<file path="src/rtl/dma_chan_regs.sv">
module dma_chan_regs #(
  parameter int NCH = 24,
  parameter int AW  = 12,
  parameter int DW  = 32,
  parameter int CCW = 3,
  parameter logic [AW-1:0] OFS_EN_SET   = 12'h028,
  parameter logic [AW-1:0] OFS_EN_CLR   = 12'h02C,
  parameter logic [AW-1:0] OFS_FAULT    = 12'h050,
  parameter logic [AW-1:0] OFS_SWAP_SET = 12'h800,
  parameter logic [AW-1:0] OFS_SWAP_CLR = 12'h804,
  parameter logic [AW-1:0] OFS_DEC_SET  = 12'h810,
  parameter logic [AW-1:0] OFS_DEC_CLR  = 12'h814
) (
  input  logic                     clk,
  input  logic                     rst_n,
  input  logic [AW-1:0]            bus_addr,
  input  logic                     bus_wr,
  input  logic [DW-1:0]            bus_wdata,
  input  logic                     bus_rd,
  output logic [DW-1:0]            bus_rdata,
  input  logic                     desc_vld,
  input  logic [$clog2(NCH)-1:0]   desc_ch,
  input  logic [CCW-1:0]           desc_ctrl,
  output logic [NCH-1:0]           chan_en,
  output logic [NCH-1:0]           swap_en,
  output logic [NCH-1:0]           src_dec_en
);
  localparam int CHW = $clog2(NCH);

  logic [NCH-1:0] fault_q;
  logic [NCH-1:0] en_q, swap_q, dec_q;
  logic [NCH-1:0] wmask, bad_hit;
  logic [NCH-1:0] rd_sel;
  logic [DW-1:0]  rdata_q;

  assign wmask = bus_wdata[NCH-1:0];

  wire wr_en_set   = bus_wr && (bus_addr == OFS_EN_SET);
  wire wr_en_clr   = bus_wr && (bus_addr == OFS_EN_CLR);
  wire wr_fault    = bus_wr && (bus_addr == OFS_FAULT);
  wire wr_swap_set = bus_wr && (bus_addr == OFS_SWAP_SET);
  wire wr_swap_clr = bus_wr && (bus_addr == OFS_SWAP_CLR);
  wire wr_dec_set  = bus_wr && (bus_addr == OFS_DEC_SET);
  wire wr_dec_clr  = bus_wr && (bus_addr == OFS_DEC_CLR);

  wire bad_code = desc_vld && (desc_ctrl == '0);

  for (genvar c = 0; c < NCH; c++) begin : g_hit
    assign bad_hit[c] = bad_code && (desc_ch == CHW'(c));
  end

  always_ff @(posedge clk or negedge rst_n) begin
    if (!rst_n) begin
      en_q    <= '0;
      swap_q  <= '0;
      dec_q   <= '0;
      fault_q <= '0;
    end else begin
      en_q    <= (en_q | (wr_en_set ? wmask : '0)) & ~(wr_en_clr ? wmask : '0) & ~bad_hit;
      swap_q  <= (swap_q | (wr_swap_set ? wmask : '0)) & ~(wr_swap_clr ? wmask : '0);
      dec_q   <= (dec_q | (wr_dec_set ? wmask : '0)) & ~(wr_dec_clr ? wmask : '0);
      fault_q <= (fault_q & ~(wr_fault ? wmask : '0)) | bad_hit;
    end
  end

  always_comb begin
    rd_sel = '0;
    unique case (bus_addr)
      OFS_EN_SET:   rd_sel = en_q;
      OFS_FAULT:    rd_sel = fault_q;
      OFS_SWAP_SET: rd_sel = swap_q;
      OFS_DEC_SET:  rd_sel = dec_q;
      default:      rd_sel = '0;
    endcase
  end

  always_ff @(posedge clk or negedge rst_n) begin
    if (!rst_n) rdata_q <= '0;
    else        rdata_q <= bus_rd ? DW'(rd_sel) : '0;
  end

  assign bus_rdata  = rdata_q;
  assign chan_en    = en_q;
  assign swap_en    = swap_q;
  assign src_dec_en = dec_q;
endmodule

</file>
<file path="config.mk">
export PLATFORM = sky130hd
export DESIGN_NAME = dma_chan_regs
export DESIGN_NICKNAME = d
export VERILOG_FILES = /design/src/rtl/dma_chan_regs.sv
export SDC_FILE = /design/constraint.sdc
export NUM_CORES = 1
export LEC_CHECK = 0
export BUFFER_PORTS_ARGS = -buffer_cell sky130_fd_sc_hd__buf_2
export CORE_MARGIN = 2
export CORE_UTILIZATION = 50
export DETAILED_ROUTE_END_ITERATION = 10
export PLACE_DENSITY = 0.89
export SYNTH_ARGS = -nofsm -noshare
export SYNTH_HDL_FRONTEND = slang
export SYNTH_SLANG_ARGS = --single-unit
</file>
<file path="constraint.sdc">
create_clock -name clk -period 0.8 [get_ports clk]
set_input_delay 0.04 -clock clk [delete_from_list [all_inputs] [get_ports clk]]
set_output_delay 0.04 -clock clk [all_outputs]
set_load 0.02 [all_outputs]
</file>
==> results of run 1 <==
through the flow:
step           TNS (ps)  worst slack, ps  cells  hold WS [ps]
2_1_floorplan    -83720             -778    500          -256
3_3_place_gp    -104570             -906    792         -33.6
3_5_place_dp    -107710             -963    792         -27.3
4_1_cts          -71360             -425    938         -33.8
cell families after synthesis:
group	after synthesis	synth area share, %
other	1	0.0699
and+or+nand+nor	81	9.98
buffers and inverters	50	5.17
AOI/OAI and AO/OA	241	28.8
DFF	120	55.9
what timing repair did:
action	CTS
hold endpoints to repair	240
hold buffers	28
resized for setup	281
buffers inserted	81
gates cloned	5
setup endpoints to repair	216
pin swaps	45
Yosys cell counts:
cell,instances
or3_1,1
a31oi_1,72
or4b_2,1
or3_4,1
buf_2,12
a21o_1,24
conb_1,1
nor4_1,1
a21oi_1,72
a22oi_1,48
a211oi_1,24
or4_4,1
and3b_1,1
nand3_1,25
or2_1,1
nor3_1,7
nor2_1,20
buf_4,20
nor4b_4,1
dfrtp_1,120
nor4_4,4
o41ai_2,1
nand4b_1,1
and4bb_2,1
clkbuf_1,17
or4b_4,1
nand2b_1,5
nand2_1,4
or3b_2,4
nor4b_2,1
inv_1,1
==> metrics, run 1 <==
outcome aborted with a tool error; clock buffer count from CTS 17; library cells used by synthesis 31; largest cells by area after synthesis dfrtp_1 56%, a31oi_1 8.4%, a21oi_1 6.7%; Log Error [ERROR DPL-0038] Utilization greater than 100%, impossible to legalize; PortBufs 144; dpl hpwl 11500 um; clock tree buffer depth 2; synthesis-stage register bit count 120; Die Span X 108 um; pin count of the biggest net entering global routing 34; # clock sinks 120; Post-Syn Instances 493; Worst EP Category register data pin; clock root buffer clkbuf_8; IO Count 161; row cnt 37; Mean Syn Cell Area 10.9 um2; die height 108 um; Crit. endpoint post-GRT repair bus_rdata[13]$_DFF_PN0_/D; last stage reached global routing (5_1_grt); post-synth top area share 55.9%; Ys Warns 0; Mapped Area 0.00537 mm2; Starting Density 51.8%; Post-DP Area 0.00687 mm2; cell taking the most area after synthesis dfrtp_1; sequential area share after synthesis 55.9%; GP Congestion 0.900; H-tree levels 4
==> run 2: changes to the inputs <==
Settings changed: CORE_UTILIZATION 50 to 35, PLACE_DENSITY 0.89 to not set, PLACE_DENSITY_LB_ADDON set to 0.15.
==> metrics, run 2 <==
outcome complete, but fails checks (was aborted with a tool error); failing checks setup timing; sw frac 22.1%; via count 5580; Worst R2R Setup Slack -280 ps; internal power 12.0 mW; PortBufs 144 (unchanged); RSZ-0062 raised after global routing true; multi-input logic area 0.00272 mm2; sequential share of power 40.8%; Leak Pwr 4.58 nW; Slowest-stage cell, CP or4_4; P_sw 3.39 mW; First DRT Iteration DRCs 378; clock root buffer clkbuf_16 (was clkbuf_8); Sequential Area 0.00300 mm2; Clock Skew 8.31 ps; final core occ 66.1%; Clock Power Share 51.6%; most common cell in the netlist dfrtp_1 (unchanged); final worst path period share 167%; layout cells sized above 1 56.3%; nets@finish 860; Crit. End Element flip-flop; Starting Density 35.6% (was 51.8%); R2R Path End bus_rdata[9]; dpl cells 855 (was 792); synthesis-stage register bit count 120 (unchanged); row cnt 45 (was 37); Mean Syn Cell Area 10.9 um2 (unchanged); initial antenna violation count 2; clock buffer count from CTS 17 (unchanged); Crit path max-delay family simple AND/OR/NAND/NOR gates; clock edge transition at the registers on the reported setup and hold paths 50 ps; IO Count 161 (unchanged); clock tree buffer depth 2 (unchanged); delay of the slowest cell on the worst path 550 ps; top_reg_cell synth dfrtp_1 (unchanged); worst path cell trace buf_6, or4_4, and4bb_4, buf_12, buf_12, a31oi_1, a211oi_1; Detailed Routing Iterations Pass 1 5; core area 0.0151 mm2; Residual DRC 0; Die Span X 128 um (was 108 um); Final min period 1340 ps; Die Footprint 0.0163 mm2; library cells used by synthesis 31 (unchanged); EDFF count, synth 0 (unchanged); Slew Viols, Final 0; Cell Pwr Density 1540 mW/mm2; Mapped Area 0.00537 mm2 (unchanged); Post-Route WL 20000 um; dpl hpwl 11900 um (was 11500 um); worst-margin pin slew 635 ps; Antenna Violating Nets Remaining 0; Setup CP Type in -> reg; Worst Path Max Fanout 8; Peak Freq 748 MHz; Tot GR Track Use 24.1%; global-route wire length before repair 30500 um; Logic pwr share 7.6%; CP Data Arrival Time 1650 ps; most frequent cells in the layout 137 x buf_6, 120 x dfrtp_1, 100 x buf_4, 63 x a31oi_1, 43 x a21oi_2; sequential area share after synthesis 55.9% (unchanged); vias per cell 5.55; Ys Warns 0 (unchanged); maxcap violations 0; final worst slack -538 ps; final std cells w/o fill 1006; vias in the first global route 5772; normalized max-slew margin 57.5%; worst hold-check path type in -> async; largest cells by area after synthesis dfrtp_1 56%, a31oi_1 8.4%, a21oi_1 6.7% (unchanged); Area growth syn-to-layout 85.7%; Startpoint Class input port; CTS tree built; Hold Vio Cnt, Final 0; pin count of the biggest net entering global routing 41; cell taking the most area after synthesis dfrtp_1 (unchanged); Crit path top cell by count buf_12; cell count of the worst reg-to-reg path 4; hold slack 49.6 ps; GP Congestion 0.828 (was 0.900); post-synth top area share 55.9% (unchanged); RR Startpoint swap_en[9]; Async SR Flop Fraction 100% (unchanged); H-tree levels 4 (unchanged); # clock sinks 120 (unchanged); most common cell after layout, fill and taps aside buf_6; Fill cells 1145; CP bufs+invs 3; synth cell count leaders 120 x dfrtp_1, 72 x a21oi_1, 72 x a31oi_1, 48 x a22oi_1, 25 x nand3_1 (unchanged); critical path required time 1110 ps; final setup violation count 216; Post-Syn Instances 493 (unchanged); worst vdd ir 1530 uV; die height 128 um (was 108 um); Routed wire per std cell 19.8 um; grt total ovfl 0; worst skew pair latency 420 ps
==> run 2: cell families (layout without fill, tap and decap cells) <==
| family | after synthesis | count (layout) | synth area share [%] |
|---|---|---|---|
| AO/OA/AOI/OAI | 241 | 241 | 28.8 |
| buffers and inverters | 50 | 366 | 5.17 |
| flip-flops | 120 | 120 | 55.9 |
| other | 1 | 10 | 0.0699 |
| AND/OR/NAND/NOR | 81 | 81 | 9.98 |
==> run 2: routing by layer <==
metal	up-vias	part of all wire, %	track usage [%]
li1	2533	-	-
met4	0	1.4	8.53
met3	21	5.6	5.80
met5	-	0	0
met1	2818	43	31.7
met2	208	50	39.2
==> run 2: worst max path at each step <==
stage	start	end	slack [ps]	depth (start not counted)
floorplan	bus_addr[5]	src_dec_en[10]	-780	5
global placement	desc_ctrl[1]	chan_en[2]	-1000	7
detailed placement	bus_addr[9]	chan_en[1]	-980	6
CTS	bus_addr[3]	bus_rdata[3]	-500	7
global route	bus_addr[9]	chan_en[18]	-560	7
finish	bus_addr[9]	chan_en[18]	-540	7
==> run 2: power by group through the flow <==
| stage | registers (mW) | logic [mW] | clock network (mW) |
|---|---|---|---|
| detailed placement | 6.37 | 0.908 | 0 |
| finish | 6.27 | 1.17 | 7.92 |
| global placement | 6.36 | 0.884 | 0 |
| floorplan | 6.37 | 0.333 | 0 |
| global route | 6.27 | 1.26 | 8.33 |
| CTS | 6.26 | 1.10 | 8.02 |
==> run 2: cell type report <==
class / instances / share of cell area, %
diodes: 2 / 0.0502
inverters: 1 / 0.0377
clock inverters: 9 / 1.48
well taps: 188 / 2.36
clock buffers: 23 / 4.59
flip-flops and latches: 120 / 30.1
repair buffers: 333 / 34.0
multi-input cells: 330 / 27.3
==> run 2: timing repair <==
item / in CTS / in global routing
gates cloned: 4 / 4
hold endpoints to repair: 217 / 0
endpoints found under the setup margin: 216 / 216
pin swaps: 22 / 26
buffers inserted: 73 / 15
gates resized for setup: 305 / 54
hold buffers: 25 / 0
==> run 2: worst register-to-register path, cell delays in order (launching register included) <==
cell     delay, ps
dfrtp_1        400
buf_4          140
buf_4          130
a22oi_1        200
a21oi_2         80
==> run 2: through the flow <==
step	power, mW	TNS, ps	worst slack (ps)	cell area (um2)
floorplan	6.70	-83720	-778	5560
global placement	7.25	-108840	-1000	6910
detailed placement	7.28	-111710	-985	6910
CTS	15.4	-74410	-502	9480
global route	15.9	-83210	-564	9970
finish	15.4	-76880	-538	9970
(Power assumes the default switching activity.)
